## config.mk

```make
export PLATFORM = sky130hd
export DESIGN_NAME = acc_harvard_core
export DESIGN_NICKNAME = d
export VERILOG_FILES = /design/src/rtl/acc_pkg.sv /design/src/rtl/acc_prog_store.sv /design/src/rtl/acc_data_ram.sv /design/src/rtl/acc_alu_reg.sv /design/src/rtl/acc_harvard_core.sv
export SDC_FILE = /design/constraint.sdc
export NUM_CORES = 1
export LEC_CHECK = 0
export ABC_AREA = 1
export BUFFER_PORTS_ARGS = -buffer_cell sky130_fd_sc_hd__buf_4
export CAP_MARGIN = 5
export CORE_UTILIZATION = 63
export DETAILED_ROUTE_END_ITERATION = 12
export PLACE_DENSITY = 0.8
export SLEW_MARGIN = 25
export SYNTH_ARGS = -nofsm -noshare
export SYNTH_HDL_FRONTEND = slang
export SYNTH_HIERARCHICAL = 1
export SYNTH_SLANG_ARGS = --single-unit
```

## constraint.sdc

```tcl
create_clock -name clk -period 5.5 [get_ports clk]
set_clock_uncertainty 0.15 [all_clocks]
set_input_delay 0.55 -clock clk [delete_from_list [all_inputs] [get_ports clk]]
set_output_delay 0.55 -clock clk [all_outputs]
set_load 0.02 [all_outputs]
```

## src/rtl/acc_pkg.sv

```systemverilog
package acc_pkg;
   typedef enum logic [1:0] {
      CMD_ADD   = 2'b00,
      CMD_STORE = 2'b01,
      CMD_LOAD  = 2'b10,
      CMD_NOP   = 2'b11
   } cmd_e;
endpackage

```

## src/rtl/acc_prog_store.sv

```systemverilog
module acc_prog_store #(
   parameter int ADDR_W = 4
) (
   input  logic              clk,
   input  logic              wr_en,
   input  logic [ADDR_W-1:0] wr_addr,
   input  logic [1:0]        wr_cmd,
   input  logic [ADDR_W-1:0] rd_addr,
   output logic [1:0]        rd_cmd
);
   localparam int DEPTH = 1 << ADDR_W;

   logic [1:0] cells [DEPTH];

   always_ff @(posedge clk) begin
      if (wr_en) cells[wr_addr] <= wr_cmd;
   end

   assign rd_cmd = cells[rd_addr];
endmodule

```

## src/rtl/acc_data_ram.sv

```systemverilog
module acc_data_ram #(
   parameter int ADDR_W = 4,
   parameter int DATA_W = 8
) (
   input  logic              clk,
   input  logic              ld_en,
   input  logic [ADDR_W-1:0] ld_addr,
   input  logic [DATA_W-1:0] ld_data,
   input  logic              st_en,
   input  logic [ADDR_W-1:0] st_addr,
   input  logic [DATA_W-1:0] st_data,
   input  logic [ADDR_W-1:0] rd_addr,
   output logic [DATA_W-1:0] rd_data,
   input  logic [ADDR_W-1:0] pk_addr,
   output logic [DATA_W-1:0] pk_data
);
   localparam int DEPTH = 1 << ADDR_W;

   logic [DATA_W-1:0] word_q [DEPTH];
   // write data is only released onto the cells while a store is enabled
   logic [DATA_W-1:0] st_bus;
   assign st_bus = st_en ? st_data : '0;

   for (genvar w = 0; w < DEPTH; w++) begin : g_word
      logic hit_ld, hit_st;
      assign hit_ld = ld_en && (ld_addr == ADDR_W'(w));
      assign hit_st = st_en && (st_addr == ADDR_W'(w));
      always_ff @(posedge clk) begin
         if (hit_ld)      word_q[w] <= ld_data;
         else if (hit_st) word_q[w] <= st_bus;
      end
   end

   assign rd_data = word_q[rd_addr];
   assign pk_data = word_q[pk_addr];
endmodule

```

## src/rtl/acc_alu_reg.sv

```systemverilog
module acc_alu_reg
   import acc_pkg::*;
#(
   parameter int DATA_W = 8,
   parameter bit RIPPLE = 1'b1
) (
   input  logic              clk,
   input  logic              rst,
   input  logic              step,
   input  logic [1:0]        cmd,
   input  logic [DATA_W-1:0] mem_word,
   output logic [DATA_W-1:0] acc_q
);
   logic [DATA_W-1:0] sum;

   if (RIPPLE) begin : g_ripple
      logic [DATA_W:0] cy;
      assign cy[0] = 1'b0;
      for (genvar b = 0; b < DATA_W; b++) begin : g_bit
         assign sum[b]  = acc_q[b] ^ mem_word[b] ^ cy[b];
         assign cy[b+1] = (acc_q[b] & mem_word[b]) | (cy[b] & (acc_q[b] ^ mem_word[b]));
      end
   end else begin : g_behav
      assign sum = acc_q + mem_word;
   end

   // low command bit: 0 takes a value sourced from memory, 1 keeps the register
   logic [DATA_W-1:0] mem_src, nxt;
   assign mem_src = cmd[1] ? mem_word : sum;
   assign nxt     = cmd[0] ? acc_q : mem_src;

   always_ff @(posedge clk) begin
      if (rst)       acc_q <= '0;
      else if (step) acc_q <= nxt;
   end
endmodule

```

## src/rtl/acc_harvard_core.sv

```systemverilog
module acc_harvard_core
   import acc_pkg::*;
#(
   parameter int ADDR_W = 4,
   parameter int DATA_W = 8,
   parameter bit RIPPLE = 1'b1
) (
   input  logic              clk,
   input  logic              rst,
   input  logic              step,
   input  logic              prog_wr_en,
   input  logic [ADDR_W-1:0] prog_wr_addr,
   input  logic [1:0]        prog_wr_cmd,
   input  logic              dmem_wr_en,
   input  logic [ADDR_W-1:0] dmem_wr_addr,
   input  logic [DATA_W-1:0] dmem_wr_data,
   input  logic [ADDR_W-1:0] peek_addr,
   output logic [DATA_W-1:0] peek_data,
   output logic [DATA_W-1:0] acc_q,
   output logic [ADDR_W-1:0] pc_q
);
   if (ADDR_W < 1 || ADDR_W > 10) begin : g_bad_addr
      $error("acc_harvard_core: ADDR_W must be in 1..10");
   end
   if (DATA_W < 2) begin : g_bad_data
      $error("acc_harvard_core: DATA_W must be at least 2");
   end

   logic [1:0]        cmd;
   logic [DATA_W-1:0] rd_word;
   logic              store_en;

   acc_prog_store #(.ADDR_W(ADDR_W)) u_prog (
      .clk(clk), .wr_en(prog_wr_en), .wr_addr(prog_wr_addr), .wr_cmd(prog_wr_cmd),
      .rd_addr(pc_q), .rd_cmd(cmd)
   );

   // high command bit decodes the write strobe (only 01 writes)
   assign store_en = step && !cmd[1] && cmd[0];

   acc_data_ram #(.ADDR_W(ADDR_W), .DATA_W(DATA_W)) u_dram (
      .clk(clk),
      .ld_en(dmem_wr_en), .ld_addr(dmem_wr_addr), .ld_data(dmem_wr_data),
      .st_en(store_en), .st_addr(pc_q), .st_data(acc_q),
      .rd_addr(pc_q), .rd_data(rd_word),
      .pk_addr(peek_addr), .pk_data(peek_data)
   );

   acc_alu_reg #(.DATA_W(DATA_W), .RIPPLE(RIPPLE)) u_acc (
      .clk(clk), .rst(rst), .step(step), .cmd(cmd), .mem_word(rd_word), .acc_q(acc_q)
   );

   always_ff @(posedge clk) begin
      if (rst)       pc_q <= '0;
      else if (step) pc_q <= pc_q + 1'b1;
   end
endmodule

```

==> metrics <==
DR pass1 iterations=9; initial antenna violation count=0; most common cell in the synthesized netlist=nand2_1; outcome=completed; synthesis-stage register bit count=172; RSZ-0062 raised after global routing=false; DRC violations left=0; count of cell types in the netlist=32; CTS clock-pin slew for the worst setup and hold paths=80 ps; Synth Area per Inst=7.57 um^2; startpoint type of the worst setup path=flip-flop; CTS H-tree depth=4; clock latency on the worst-skew pair=450 ps; period utilisation layout=80.2%; Min-Delay Path Depth=2; EDFF count, synth=160; area leader, netlist=edfxtp_1; vias in the first global route=9305; TNS Setup=0 ps; Rel. slew slack=25.5%; Finished Layout Cells=1687; Tightest Pin Transition=1110 ps; die extent in x=135 um; Resize count post-CTS=0; ys flop type=edfxtp_1; DP HPWL=23.3 mm; Period minus WS final=4410 ps; number of CTS-inserted buffers=17; Final #Nets=1484; met2 usage=62.0%; die height=135 um; die area=18100 um^2; CP required=5710 ps; first-pass GRT wire length=51.9 mm; met3 Use GR=8.45%; leading cell types by count after synthesis=nand2_1 (493), nand3_1 (260), inv_1 (184); CTS tree=built; Critical R2R Capture=u_acc/acc_q[7]; hold path endpoint=u_acc/acc_q[4]; Diodes inserted=0; synthesized area=11100 um^2; fin. max-slew vios=0; share of cells above drive strength 1=13.3%; Hold-fix buffers, CTS=0; Async S/R FF share, synth=0%; critical setup path kind=reg2reg; Syn Nets=1497; register-to-register setup slack=1090 ps; share of the synthesized area in the top cell type=43.4%; Ports=47; static leakage=5.38 nW; register area share after synthesis=45.6%; WP data arrival=4620 ps; WHS=132 ps; Worst VDD drop=0.208 mV; total grt overflow=0; core area=17200 um^2; CTS Buffer Depth=2; Setup crit end kind=flip-flop; wire per inst=20.5 um; met1 usage in global routing=50.8%; setup bufs post-CTS=0; critical path fanouts, max=40; f_max=227 MHz; synth warn=6; GR Util All Layers=39.4%; Avg Vias per Cell=6.10; final setup fails=0; Port Buf Inserts=46; clk sinks=172; final hold vios=0; RePlAce Congestion=0.990; Starting Density=64.2%; WL final=34.6 mm; worst reg2reg path depth=21; Layout Area Growth over Synthesis=7.64%; std cell rows=48; post-route ant nets=0; worst hold start=rst; Gate Count Post-Synth=1462; R2R Path Start=pc_q[0]; largest net degree at the start of global routing=66; placed insts=1655; main area contributors after synthesis=edfxtp_1 (43%), nand2_1 (17%), nand3_1 (12%); vias=10300; Max Cap Violations=0; Root Buffer=clkbuf_16; DRT iter0 DRCs=1707; most crowded layer after global routing=met2; Hold/Removal Path Class=in2reg; power density over the cells=273 nW/um^2
state kept, by name, summed over array words and instances, names as in the netlist:
| register | count |
|---|---|
| u_prog/cells | 32 |
| u_acc/acc_q | 8 |
| u_dram/word_q | 128 |
| pc_q | 4 |
power by group:
group | internal (mW) | total (mW) | switching (mW)
combinational | 0.161 | 0.532 | 0.371
clock | 0.623 | 1.24 | 0.622
sequential | 1.46 | 1.48 | 0.0164
total | 2.25 | 3.26 | 1.01
area by class of cell:
cell class / instances / area (um^2)
Timing Repair Buffer: 63 / 473
Fill cell: 1458 / 5330
Inverter: 198 / 759
Tap cell: 225 / 282
Clock inverter: 15 / 189
Sequential cell: 172 / 5050
Clock buffer: 17 / 425
Multi-Input combinational cell: 997 / 4730
critical path: stages, from the launching register on:
cell,delay [ps]
dfxtp_2,330
inv_2,500
nand2_1,100
nand3_1,100
nand3_1,70
nand3_1,130
nand2_1,110
ha_1,210
fa_1,380
fa_1,380
fa_1,360
inv_1,70
fa_1,160
inv_1,60
fa_1,390
fa_1,390
nand2_1,110
nand3_1,80
nand2_1,60
nand3_1,70
nand2_1,60
inv_1,30
metal layers:
layer  vias up  part of all wire (%)
met2       701                    46
met4         0                   5.8
met3       153                    14
met1      4720                    35
li1       4709                     -
met5         -                     0
cell families (layout without fill, tap and decap cells):
kind of cell               after synthesis  count (layout)  share of synthesized area [%]
AOI/OAI and AO/OA                      160             160                           8.63
adders and majority gates                8               8                           1.31
buffers and inverters                  293             293                           11.7
DFF                                    172             172                           45.6
and+or+nand+nor                        829             829                           32.8
cell usage in the layout, fill, tap and decap left out, drive strengths merged:
master,instances
edfxtp,160
dfxtp,12
nand2,517
nand3b,2
inv,204
buf,63
nor3,8
ha,2
nand4,1
clkinv,9
clkbuf,17
nand3,262
o21ai,144
nor2,39
a21oi,16
fa,6
worst max-delay path by stage:
stage          startpoint        endpoint  slack (ps)  depth (start not counted)
3_3_place_gp      pc_q[0]  u_acc/acc_q[7]        1230                         21
5_1_grt           pc_q[0]  u_acc/acc_q[7]         880                         21
3_5_place_dp      pc_q[0]  u_acc/acc_q[7]        1180                         21
2_1_floorplan     pc_q[2]  u_acc/acc_q[7]        1220                         20
6_report          pc_q[0]  u_acc/acc_q[7]        1090                         21
4_1_cts           pc_q[0]  u_acc/acc_q[7]        1170                         21
stage by stage:
step	area [um^2]	power (mW)	utilization (%)	worst slack, ps
CTS	11900	3.24	69.1	1170
global route	11900	3.36	69.1	880
finish	11900	3.26	69.1	1090
global placement	11300	2.01	65.5	1230
detailed placement	11300	2.02	65.5	1180
floorplan	11100	1.86	-	1220
Note: power is estimated with default switching activity, not from simulation.
